==> src/rtl/seg_victim_pkg.sv <==
package seg_victim_pkg;

    localparam int unsigned DEF_NUM_SEG = 4;
    localparam int unsigned DEF_PTR_W   = 6;

    typedef enum logic [1:0] {
        CMD_NONE        = 2'd0,
        CMD_VICTIM      = 2'd1,
        CMD_VICTIM_BASE = 2'd2
    } wr_cmd_e;

endpackage

==> src/rtl/seg_ptr.sv <==
module seg_ptr
    import seg_victim_pkg::*;
#(
    parameter int unsigned PTR_W = DEF_PTR_W
) (
    input  logic             clk,
    input  logic             rst_n,
    input  logic             sel,
    input  wr_cmd_e          cmd,
    input  logic [PTR_W-1:0] victim_in,
    input  logic [PTR_W-1:0] base_in,
    input  logic             cam_access,
    output logic [PTR_W-1:0] victim_q
);

    localparam logic [PTR_W-1:0] PTR_MAX = {PTR_W{1'b1}};

    typedef struct packed {
        logic [PTR_W-1:0] victim;
        logic [PTR_W-1:0] base;
    } seg_st_t;

    seg_st_t st_d, st_q;

    always_comb begin
        st_d = st_q;
        if (sel) begin
            unique case (cmd)
                CMD_VICTIM_BASE: begin
                    st_d.victim = victim_in;
                    st_d.base   = base_in;
                end
                CMD_VICTIM: begin
                    st_d.victim = victim_in;
                end
                default: begin
                    if (cam_access) begin
                        if (st_q.victim == PTR_MAX) begin
                            st_d.victim = st_q.base;
                        end else begin
                            st_d.victim = st_q.victim + 1'b1;
                        end
                    end
                end
            endcase
        end
    end

    always_ff @(posedge clk or negedge rst_n) begin
        if (!rst_n) begin
            st_q <= '0;
        end else begin
            st_q <= st_d;
        end
    end

    assign victim_q = st_q.victim;

    a_r2_step_up: assert property (@(posedge clk) disable iff (!rst_n)
        (sel && cmd == CMD_NONE && cam_access && st_q.victim != PTR_MAX)
        |=> st_q.victim == PTR_W'($past(st_q.victim) + 1'b1));

    a_r3_wrap_to_base: assert property (@(posedge clk) disable iff (!rst_n)
        (sel && cmd == CMD_NONE && cam_access && st_q.victim == PTR_MAX)
        |=> st_q.victim == $past(st_q.base));

    a_r4_base_kept: assert property (@(posedge clk) disable iff (!rst_n)
        (sel && cmd == CMD_VICTIM)
        |=> (st_q.base == $past(st_q.base)) && (st_q.victim == $past(victim_in)));

    a_r5_both_written: assert property (@(posedge clk) disable iff (!rst_n)
        (sel && cmd == CMD_VICTIM_BASE)
        |=> (st_q.base == $past(base_in)) && (st_q.victim == $past(victim_in)));

    a_r8_unselected_hold: assert property (@(posedge clk) disable iff (!rst_n)
        !sel |=> $stable(st_q));

endmodule

==> src/rtl/idx_capture.sv <==
module idx_capture
    import seg_victim_pkg::*;
#(
    parameter int unsigned PTR_W = DEF_PTR_W
) (
    input  logic             clk,
    input  logic             rst_n,
    input  logic             cam_read,
    input  logic [PTR_W-1:0] victim_sel,
    output logic [PTR_W-1:0] idx_q
);

    typedef struct packed {
        logic [PTR_W-1:0] idx;
    } idx_st_t;

    idx_st_t st_d, st_q;

    always_comb begin
        st_d = st_q;
        if (cam_read) begin
            st_d.idx = victim_sel;
        end
    end

    always_ff @(posedge clk or negedge rst_n) begin
        if (!rst_n) begin
            st_q <= '0;
        end else begin
            st_q <= st_d;
        end
    end

    assign idx_q = st_q.idx;

    a_r6_capture_old: assert property (@(posedge clk) disable iff (!rst_n)
        cam_read |=> idx_q == $past(victim_sel));

    a_r6_hold_otherwise: assert property (@(posedge clk) disable iff (!rst_n)
        !cam_read |=> $stable(idx_q));

endmodule

==> src/rtl/seg_victim_ctrl.sv <==
module seg_victim_ctrl
    import seg_victim_pkg::*;
#(
    parameter int unsigned NUM_SEG = DEF_NUM_SEG,
    parameter int unsigned PTR_W   = DEF_PTR_W,
    localparam int unsigned SEG_W  = $clog2(NUM_SEG)
) (
    input  logic             clk,
    input  logic             rst_n,
    input  logic [SEG_W-1:0] seg_sel,
    input  logic             wr_victim,
    input  logic             wr_victim_base,
    input  logic [PTR_W-1:0] victim_in,
    input  logic [PTR_W-1:0] base_in,
    input  logic             cam_access,
    input  logic             cam_is_read,
    output logic [PTR_W-1:0] victim_out,
    output logic [PTR_W-1:0] index_out
);

    wr_cmd_e          cmd;
    logic [PTR_W-1:0] seg_victim [NUM_SEG];

    // the combined write takes priority over the victim-only write
    always_comb begin
        if (wr_victim_base) begin
            cmd = CMD_VICTIM_BASE;
        end else if (wr_victim) begin
            cmd = CMD_VICTIM;
        end else begin
            cmd = CMD_NONE;
        end
    end

    for (genvar g = 0; g < NUM_SEG; g++) begin : g_seg
        seg_ptr #(.PTR_W(PTR_W)) i_seg_ptr (
            .clk        (clk),
            .rst_n      (rst_n),
            .sel        (seg_sel == SEG_W'(g)),
            .cmd        (cmd),
            .victim_in  (victim_in),
            .base_in    (base_in),
            .cam_access (cam_access),
            .victim_q   (seg_victim[g])
        );
    end

    assign victim_out = seg_victim[seg_sel];

    idx_capture #(.PTR_W(PTR_W)) i_idx_capture (
        .clk        (clk),
        .rst_n      (rst_n),
        .cam_read   (cam_access && cam_is_read),
        .victim_sel (victim_out),
        .idx_q      (index_out)
    );

    a_r7_write_beats_access: assert property (@(posedge clk) disable iff (!rst_n)
        ((wr_victim || wr_victim_base) && cam_access)
        |=> seg_victim[$past(seg_sel)] == $past(victim_in));

endmodule

==> config.mk <==
export PLATFORM = sky130hd
export DESIGN_NAME = seg_victim_ctrl
export DESIGN_NICKNAME = d
export VERILOG_FILES = /design/src/rtl/seg_victim_pkg.sv /design/src/rtl/seg_ptr.sv /design/src/rtl/idx_capture.sv /design/src/rtl/seg_victim_ctrl.sv
export SDC_FILE = /design/constraint.sdc
export NUM_CORES = 1
export LEC_CHECK = 0
export CORE_MARGIN = 2
export CORE_UTILIZATION = 44
export CTS_BUF_LIST = sky130_fd_sc_hd__clkbuf_2
export DETAILED_ROUTE_END_ITERATION = 7
export DONT_BUFFER_PORTS = 1
export GPL_ROUTABILITY_DRIVEN = 0
export PLACE_DENSITY = 0.61
export SLEW_MARGIN = 0
export SYNTH_ARGS = -nofsm -noshare
export SYNTH_HDL_FRONTEND = slang
export SYNTH_SLANG_ARGS = --single-unit
==> constraint.sdc <==
create_clock -name clk -period 2.96 [get_ports clk]
set_input_delay 0.148 -clock clk [delete_from_list [all_inputs] [get_ports clk]]
set_output_delay 0.148 -clock clk [all_outputs]
set_load 0.02 [all_outputs]
# Yosys cells after proc, flatten, opt, wreduce, memory -nomap -nowiden
# Index checks and enable logic that the tools add are counted.
# totals
wordCells	53
ff_bits	54
# op_classes
n_bitwise	1
mux	17
n_reduce_logical	12
n_eq_ne	9
magnitude_cmp	1
add_sub_neg	4
# op_table
cell	count
$mux 6	14
$add 6x1->6 const B	4
$eq 6x6->1 const B	4
$reduce_and 2->1	8
$bmux 6 s2	1
$eq 2x2->1 const B	3
$eq 2x1->1 const B	2
$ge 3x3->1 const B	1
$not 2->3	1
$logic_not 2->1	1
$mux 2	1
$reduce_bool 2->1	1
$reduce_or 2->1	1
$logic_and 1x1->1	1
$mux 1	1

# Longest topological paths before layout
# Gate-level depths: netlist (run 1).
# logic_depth
ltp_word	6
ltp_mapped	7
depth_no_buf	5

# Cells and area by module
# Synthesis (run 1) repeated with hierarchy kept, for this count alone.
# unflattened
cells_unflattened	307
hier_area_um2	3340.7
# modules_own_cells
module	n_inst	cells_per_inst	area_each_um2
seg_ptr at g_seg[0].i_seg_ptr ...	3	70	723.2
seg_ptr at g_seg[1].i_seg_ptr	1	70	732.0
idx_capture	1	13	251.5
seg_victim_ctrl	1	14	187.7

# Least setup slack after synthesis (run 1)
# No wires, ideal clock.
# synth_path
path_kind	reg-to-reg
from	register g_seg[1].i_seg_ptr.st_q, in the netlist g_seg[1].i_seg_ptr.victim_q[0]
to	register g_seg[1].i_seg_ptr.st_q, in the netlist g_seg[1].i_seg_ptr.victim_q[3]
path_stages_with_launch	6
setup_time_ps	129
path_slack_ps	1327
arrival_ps	1504
n_path_buf	0
period_less_slack_ps	1633
cell_sequence	dfrtp_1 -> ha_1 -> and3_1 -> or3b_2 -> o2111ai_1 -> a31oi_1
# synth_between
elab_chain_len	4
elab_cells_between_ends	5
# synth_lines
item	line_no	text
from (decl)	seg_ptr.sv:23	seg_st_t st_d, st_q;
from (signal assigned)	seg_ptr.sv:53	st_q <= st_d;
$add 6x1->6 / $eq 6x6->1 (equally long branches)	seg_ptr.sv:41, seg_ptr.sv:38	
$mux 6 *	seg_ptr.sv:38	if (st_q.victim == PTR_MAX) begin
$mux 6 *	seg_ptr.sv:37	if (cam_access) begin
$mux 6 *	seg_ptr.sv:28	unique case (cmd)
# Every way passes the cells marked *; elsewhere a longest branch is shown, timed or not. The select of a mux whose other input is x is not followed.
# A chain may end at the register's enable or synchronous reset.

# Final worst setup path (run 1)
# layout_path
from	register g_seg[0].i_seg_ptr.st_q, in the netlist g_seg[0].i_seg_ptr.victim_q[0]
to	register g_seg[0].i_seg_ptr.st_q, in the netlist g_seg[0].i_seg_ptr.victim_q[3]
# layout_between
elab_chain_len	4
elab_cells_between_ends	5
# layout_lines
item	line_no
from (decl)	seg_ptr.sv:23
from (signal assigned)	seg_ptr.sv:53
$add 6x1->6 / $eq 6x6->1 (equally long branches)	seg_ptr.sv:41, seg_ptr.sv:38
$mux 6 *	seg_ptr.sv:38
$mux 6 *	seg_ptr.sv:37
$mux 6 *	seg_ptr.sv:28
# Marked as above.

==> results of run 1 <==
-- metal layers --
metal	up-vias	wire length, µm
li1	1111	-
met1	1181	3520
met2	119	3480
met3	13	633
met4	0	146
met5	-	0
-- cells in the final DEF, fill, tap and decap left out, types with 7 or more instances in the layout --
| master | count |
|---|---|
| nand3_1 | 12 |
| dfrtp_1 | 54 |
| nor2_1 | 24 |
| a21oi_1 | 16 |
| o31ai_1 | 7 |
| dlygate4sd3_1 | 19 |
| nand2_1 | 29 |
| a31oi_1 | 13 |
| o22a_1 | 7 |
| mux2_2 | 32 |
-- area by class of cell --
class	count	share of cell area (%)
sequential	54	40.6
multi-input combinational	211	46.6
clock inverter	3	1.43
inverter	5	0.564
timing repair buffer	22	7.00
clock buffer	5	0.752
tap	80	3.01
-- worst max-delay path: cells and delay by family (launching register included) --
family          cells  cell delay (ns)
compound gates      2             0.25
fa+ha+maj           1             0.30
buf+inv             1             0.61
flops               1             0.54
mux                 1             0.33
simple gates        1             0.12
-- kinds of logic after synthesis --
| logic type | synth area share, % |
|---|---|
| adders and majority gates | 1.67 |
| DFF | 45.1 |
| and+or+nand+nor | 15.3 |
| AOI/OAI and AO/OA | 16.3 |
| buffers and inverters | 3.05 |
| muxes | 18.6 |
-- power groups by stage --
stage	clock (mW)	sequential [mW]	combinational (mW)
finish	0.408	1.10	0.484
global route	0.452	1.13	0.536
CTS	0.419	1.10	0.482
detailed placement	0	1.12	0.431
global placement	0	1.11	0.424
floorplan	0	1.04	0.389
-- flip-flops by register name (all words and copies together), names as in the netlist --
signal / flops
g_seg.i_seg_ptr.victim_q: 24
g_seg.i_seg_ptr.st_q: 24
i_idx_capture.idx_q: 6
-- worst min path at each step --
stage	endpoint	slack (ns)	depth (start not counted)
5_1_grt	g_seg[3].i_seg_ptr.victim_q[5]	0.02	2
2_1_floorplan	g_seg[0].i_seg_ptr.st_q[0]	-0.15	0
6_report	g_seg[3].i_seg_ptr.victim_q[5]	0.04	2
3_3_place_gp	g_seg[2].i_seg_ptr.victim_q[5]	-0.14	0
3_5_place_dp	i_idx_capture.idx_q[0]	-0.15	0
4_1_cts	g_seg[1].i_seg_ptr.victim_q[5]	0.004	2
-- per-stage QoR --
| step | area (µm²) | power (mW) |
|---|---|---|
| CTS | 3310 | 2.00 |
| global placement | 3040 | 1.53 |
| floorplan | 2990 | 1.43 |
| detailed placement | 3040 | 1.55 |
| finish | 3330 | 1.99 |
| global route | 3330 | 2.12 |
==> results.sh, run 1 <==
export IMPL_status="completed"
export IMPL_hold_path_class="in2reg"
export IMPL_syn_inst=281
export IMPL_setup_tns_ns=0
export IMPL_crit_path_start_kind="flop"
export IMPL_max_stage_delay_ns=0.61
export IMPL_p_sw_share_pct=35.6
export IMPL_max_slew_margin_pct=49.8
export IMPL_numCtsBuffers=5
export IMPL_dp_final_hpwl_mm=5.61
export IMPL_synthFlopType="dfrtp_1"
export IMPL_power_density_mw_per_mm2=600
export IMPL_ff2ff_path_depth=6
export IMPL_ys_warn_count=0
export IMPL_grt_max_degree=55
export IMPL_drive_gt1_share_pct=16.3
export IMPL_cts_sinks=54
export IMPL_seq_power_share_pct=55.3
export IMPL_gr_usage_all_layers_pct=21.7
export IMPL_crit_fanout=8
export IMPL_post_place_cells=352
export IMPL_tightest_slew_ns=0.754
export IMPL_ff2ff_setup_slack_ns=0.73
export IMPL_finalHoldViolations=0
export IMPL_fin_cells=380
export IMPL_setup_viol=0
export IMPL_antenna_cells=0
export IMPL_ios=32
export IMPL_crit_path_top_delay_cell="dlygate4sd3_1"
export IMPL_startpoint="g_seg[0].i_seg_ptr.victim_q[0]"
export IMPL_synth_edf_count=0
export IMPL_rows=30
export IMPL_dp_slack_ns=1.22
export IMPL_avgSynthCellArea_um2=10.7
export IMPL_power_switching_mw=0.711
export IMPL_pwr_share_comb_pct=24.2
export IMPL_portBuffers=0
export IMPL_drt_iter0_drc=192
export IMPL_power_share_clock_pct=20.5
export IMPL_fp_dieW_um=86.5
export IMPL_grtUsageMet2_pct=33.8
export IMPL_crit_end="g_seg[0].i_seg_ptr.victim_q[3]"
export IMPL_yosysMostFrequentCell="dfrtp_1"
export IMPL_antenna_found_initial=0
export IMPL_r2r_end="g_seg[0].i_seg_ptr.victim_q[3]"
export IMPL_netlist_area_mm2=0.00299
export IMPL_coreArea_mm2=0.00668
export IMPL_hold_ws_ns=0.0392
export IMPL_initial_core_util_pct=44.8
export IMPL_drc=0
export IMPL_synthArstFlopShare_pct=100
export IMPL_clkLatencyLatePin_ns=0.47
export IMPL_crit_arrival_ns=2.62
export IMPL_use_met3_pct=5.71
export IMPL_period_share_pct=75.3
export IMPL_register_area_mm2=0.00135
export IMPL_fin_ws_ns=0.732
export IMPL_nFillCells=608
export IMPL_ant_nets=0
export IMPL_grt_use_met1_pct=29.7
export IMPL_die_area_mm2=0.00748
export IMPL_synthTopCellsByArea="dfrtp_1 45%, mux2_2 12%, nand2_1 3.6%"
export IMPL_synth_seq_cells=54
export IMPL_die_h_um=86.5
export IMPL_cts_hold_fix_buffers=18
export IMPL_path_cells="ha_1 -> nand3_1 -> mux2_2 -> o21ai_0 -> a31oi_1 -> dlygate4sd3_1"
export IMPL_vias_per_cell=6.38
export IMPL_synth_top_area_share_pct=45.1
export IMPL_r2r_start="g_seg[0].i_seg_ptr.victim_q[0]"
export IMPL_synth_area_leader_cell="dfrtp_1"
export IMPL_cts_repair_resized=0
export IMPL_final_max_slew_viol_count=0
export IMPL_synthTopCellsByCount="54 x dfrtp_1, 32 x mux2_2, 29 x nand2_1, 24 x nor2_1, 16 x a21oi_1"
export IMPL_path_class="reg2reg"
export IMPL_vias=2424
export IMPL_cts_tree="yes"
export IMPL_p_leak_nw=1.36
export IMPL_endpoint_kind="flop"
export IMPL_post_cts_setup_buffers=0
export IMPL_htree_levels=2
export IMPL_first_pass_iters=4
export IMPL_nets=323
export IMPL_busiest_layer="met2"
export IMPL_max_freq_mhz=449
export IMPL_seq_area_frac_synth_pct=45.1
export IMPL_clockRootBuffer="clkbuf_2"
export IMPL_syn2layout_area_growth_pct=11.1
export IMPL_cts_buffer_depth=2
export IMPL_synth_nets=305
export IMPL_intPower_mw=1.28
export IMPL_yosysUniqueCellTypes=50
export IMPL_min_from="cam_access"
export IMPL_vdd_ir_drop_max_mv=0.310
export IMPL_first_global_vias=2280
export IMPL_clkTransAtPathRegs_ns=0.30
export IMPL_fin_skew_ns=0.0187
export IMPL_fin_crit_ns=2.23
export IMPL_crit_required_ns=3.35
export IMPL_wl_mm=7.79
export IMPL_grt_overflow=0
export IMPL_cap_violations=0
export IMPL_post_route_util_pct=49.8
export IMPL_grt_pass1_wl_mm=12.3
export IMPL_multi_input_area_mm2=0.00155
export IMPL_wl_per_cell_um=20.5
export IMPL_rsz0062_at_grt="false"
Note: power is estimated with default switching activity, not from simulation.
==> inputs of run 2 (changes only) <==
--- a/config.mk
+++ b/config.mk
@@ -5,6 +5,7 @@
 export SDC_FILE = /design/constraint.sdc
 export NUM_CORES = 1
 export LEC_CHECK = 0
+export ABC_AREA = 1
 export CORE_MARGIN = 2
 export CORE_UTILIZATION = 44
 export CTS_BUF_LIST = sky130_fd_sc_hd__clkbuf_2
==> constraint.sdc (replaced) <==
create_clock -name clk -period 2.15 [get_ports clk]
set_input_delay 0.1075 -clock clk [delete_from_list [all_inputs] [get_ports clk]]
set_output_delay 0.1075 -clock clk [all_outputs]
set_load 0.02 [all_outputs]
==> run 2 against run 1 <==
  * Hold slack got worse by 0.013 ns
  * Highest routed layer unchanged
  * Largest power group unchanged
  * Sequential cell count stayed put
  * Combinational power grew 45%
  * Critical path type unchanged
  * Register-to-register slack got worse by 0.43 ns
  * Cell count increased by 33%
  * Sequential power increased by 26%
==> results.sh, run 2 <==
export IMPL_seq_area_frac_synth_pct=45.3
export IMPL_coreArea_mm2=0.00646
export IMPL_clkLatencyLatePin_ns=0.44
export IMPL_path_class="reg2reg"
export IMPL_netlist_area_mm2=0.00298
export IMPL_setup_tns_ns=0
export IMPL_tightest_slew_ns=0.659
export IMPL_layout_commonest_cell="nand2_1"
export IMPL_crit_path_top_delay_cell="dlygate4sd3_1"
export IMPL_wl_per_cell_um=15.3
export IMPL_power_mw=2.60
export IMPL_synth_top_area_share_pct=45.3
export IMPL_rsz0062_at_grt="false"
export IMPL_clockRootBuffer="clkbuf_2"
export IMPL_max_freq_mhz=540
export IMPL_ys_warn_count=0
export IMPL_cap_violations=0
export IMPL_register_area_mm2=0.00135
export IMPL_multi_input_area_mm2=0.00140
export IMPL_synthFlopType="dfrtp_1"
export IMPL_synth_edf_count=0
export IMPL_grt_pass1_wl_mm=12.8
export IMPL_yosysMostFrequentCell="nand2_1"
export IMPL_initial_core_util_pct=46.1
export IMPL_final_max_slew_viol_count=0
export IMPL_synth_nets=434
export IMPL_power_density_mw_per_mm2=791
export IMPL_vias_per_cell=5.29
export IMPL_avgSynthCellArea_um2=7.27
export IMPL_rows=29
export IMPL_first_pass_iters=5
export IMPL_cp_top_family="buffers and inverters"
export IMPL_synth_seq_cells=54
export IMPL_path_cells="inv_1 -> o2111ai_1 -> nand2_1 -> nand2_1 -> dlygate4sd3_1"
export IMPL_max_stage_delay_ns=0.54
export IMPL_final_cell_mix="127 x nand2_1, 61 x nor2_1, 54 x dfrtp_1"
export IMPL_crit_required_ns=2.55
export IMPL_crit_fanout=4
export IMPL_portBuffers=0
export IMPL_crit_path_start_kind="flop"
export IMPL_fp_dieW_um=86.3
export IMPL_hold_path_class="in2reg"
export IMPL_numCtsBuffers=5
export IMPL_finalHoldViolations=0
export IMPL_critPathMostFrequentCell="nand2_1"
export IMPL_crit_arrival_ns=2.25
export IMPL_status="completed"
export IMPL_dp_final_hpwl_mm=5.65
export IMPL_cts_repair_resized=0
export IMPL_drt_iter0_drc=165
export IMPL_ios=32
export IMPL_endpoint_kind="flop"
export IMPL_synthTopCellsByArea="dfrtp_1 45%, nand2_1 16%, nor2_1 7.7%"
export IMPL_finalInstanceArea_mm2=0.00329
export IMPL_clkTransAtPathRegs_ns=0.26
export IMPL_postPlaceCellArea_mm2=0.00303
export IMPL_cts_tree="yes"
export IMPL_drive_gt1_share_pct=3.73
export IMPL_vdd_ir_drop_max_mv=0.302
export IMPL_wl_mm=7.76
export IMPL_nets=453
export IMPL_synthTopCellsByCount="127 x nand2_1, 61 x nor2_1, 54 x dfrtp_1, 47 x inv_1, 32 x o21ai_0"
export IMPL_grt_overflow=0
export IMPL_cts_buffer_depth=2
export IMPL_antenna_found_initial=0
export IMPL_setup_viol=0
export IMPL_gr_usage_all_layers_pct=22.1
export IMPL_cts_sinks=54
export IMPL_first_global_vias=2557
export IMPL_ant_nets=0
export IMPL_fin_crit_ns=1.85
export IMPL_htree_levels=2
export IMPL_vias=2678
export IMPL_synthArstFlopShare_pct=100
export IMPL_crit_buf_inv=2
export IMPL_drc=0
export IMPL_nFillCells=656
export IMPL_die_h_um=86.3
export IMPL_synth_area_leader_cell="dfrtp_1"
export IMPL_syn_inst=410
export IMPL_yosysUniqueCellTypes=21
export IMPL_grt_max_degree=55
export IMPL_period_share_pct=86.2
export IMPL_fin_skew_ns=0.00774
export IMPL_die_area_mm2=0.00745
export IMPL_antenna_cells=0
export IMPL_p_leak_nw=1.68
export IMPL_max_slew_margin_pct=56.0
export IMPL_syn2layout_area_growth_pct=10.4
[run 2: cell count changes after synthesis, moves of 7 or more]
cell / delta
o211ai_1: +11
a31oi_1: -13
o31ai_1: -7
o21ai_0: +28
o22a_1: -7
mux2_2: -32
nand2_1: +98
inv_1: +42
nor2_1: +37
a21oi_1: +7
[run 2: worst reg2reg max path, stage by stage, from the launching register on]
cell and delay (ns):
dfrtp_1 0.46, inv_1 0.09, o2111ai_1 0.53, nand2_1 0.11, nand2_1 0.08, dlygate4sd3_1 0.54
[run 2: kinds of logic after synthesis]
kind of cell	after synthesis	share of synthesized area, %
buffers and inverters	54	7.64
AOI/OAI and AO/OA	76	14.7
DFF	54	45.3
xor gates and xnor gates	3	0.882
and+or+nand+nor	219	29.7
adders and majority gates	4	1.68
[run 2: where the power goes]
group,switching (mW),internal [mW],total [mW]
combinational,0.439,0.261,0.701
clock,0.321,0.187,0.507
sequential,0.205,1.19,1.39
[run 2: layout make-up]
cell class                      instances  share of cell area [%]
Multi-Input combinational cell        302                    42.6
Sequential cell                        54                    41.1
Timing Repair Buffer                   19                    6.24
Inverter                               47                    5.36
Tap cell                               77                    2.93
Clock inverter                          2                    1.03
Clock buffer                            5                   0.761
[run 2: final timing paths]
check,startpoint,end,slack (ns),depth (start not counted)
setup / recovery,g_seg[3].i_seg_ptr.victim_q[4],i_idx_capture.idx_q[4],0.30,5
hold / removal,wr_victim_base,g_seg[2].i_seg_ptr.st_q[5],0.03,2
setup reg to reg,g_seg[3].i_seg_ptr.victim_q[4],i_idx_capture.idx_q[4],0.30,5
hold reg to reg,g_seg[1].i_seg_ptr.st_q[4],g_seg[1].i_seg_ptr.st_q[4],0.53,2
max in group asynchronous,rst_n,g_seg[2].i_seg_ptr.victim_q[2],1.75,2
min in group asynchronous,rst_n,g_seg[2].i_seg_ptr.victim_q[5],0.17,2
[run 2: repair_timing]
| action | CTS | global route |
|---|---|---|
| hold endpoints to repair | 101 | 0 |
| hold buffers | 18 | 0 |
| buffers inserted | 0 | 0 |
[run 2: per-layer routing]
metal  vias to the layer above  GRT usage, %  wire length [µm]
met3                         8          3.71               409
met2                        80          35.5              3450
met4                         0          5.11                72
met1                      1235          31.6              3830
met5                         -             0                 0
li1                       1355             -                 -
[run 2: per-stage QoR]
step,utilization [%],hold slack [ns],cells,setup WS [ns]
after floorplan,-,-0.188,410,0.819
after global placement,47.0,-0.187,481,0.714
after detailed placement,47.0,-0.187,481,0.640
after CTS,50.9,0.0120,506,0.319
after global routing,50.9,0.0435,506,0.218
final,50.9,0.0265,506,0.298
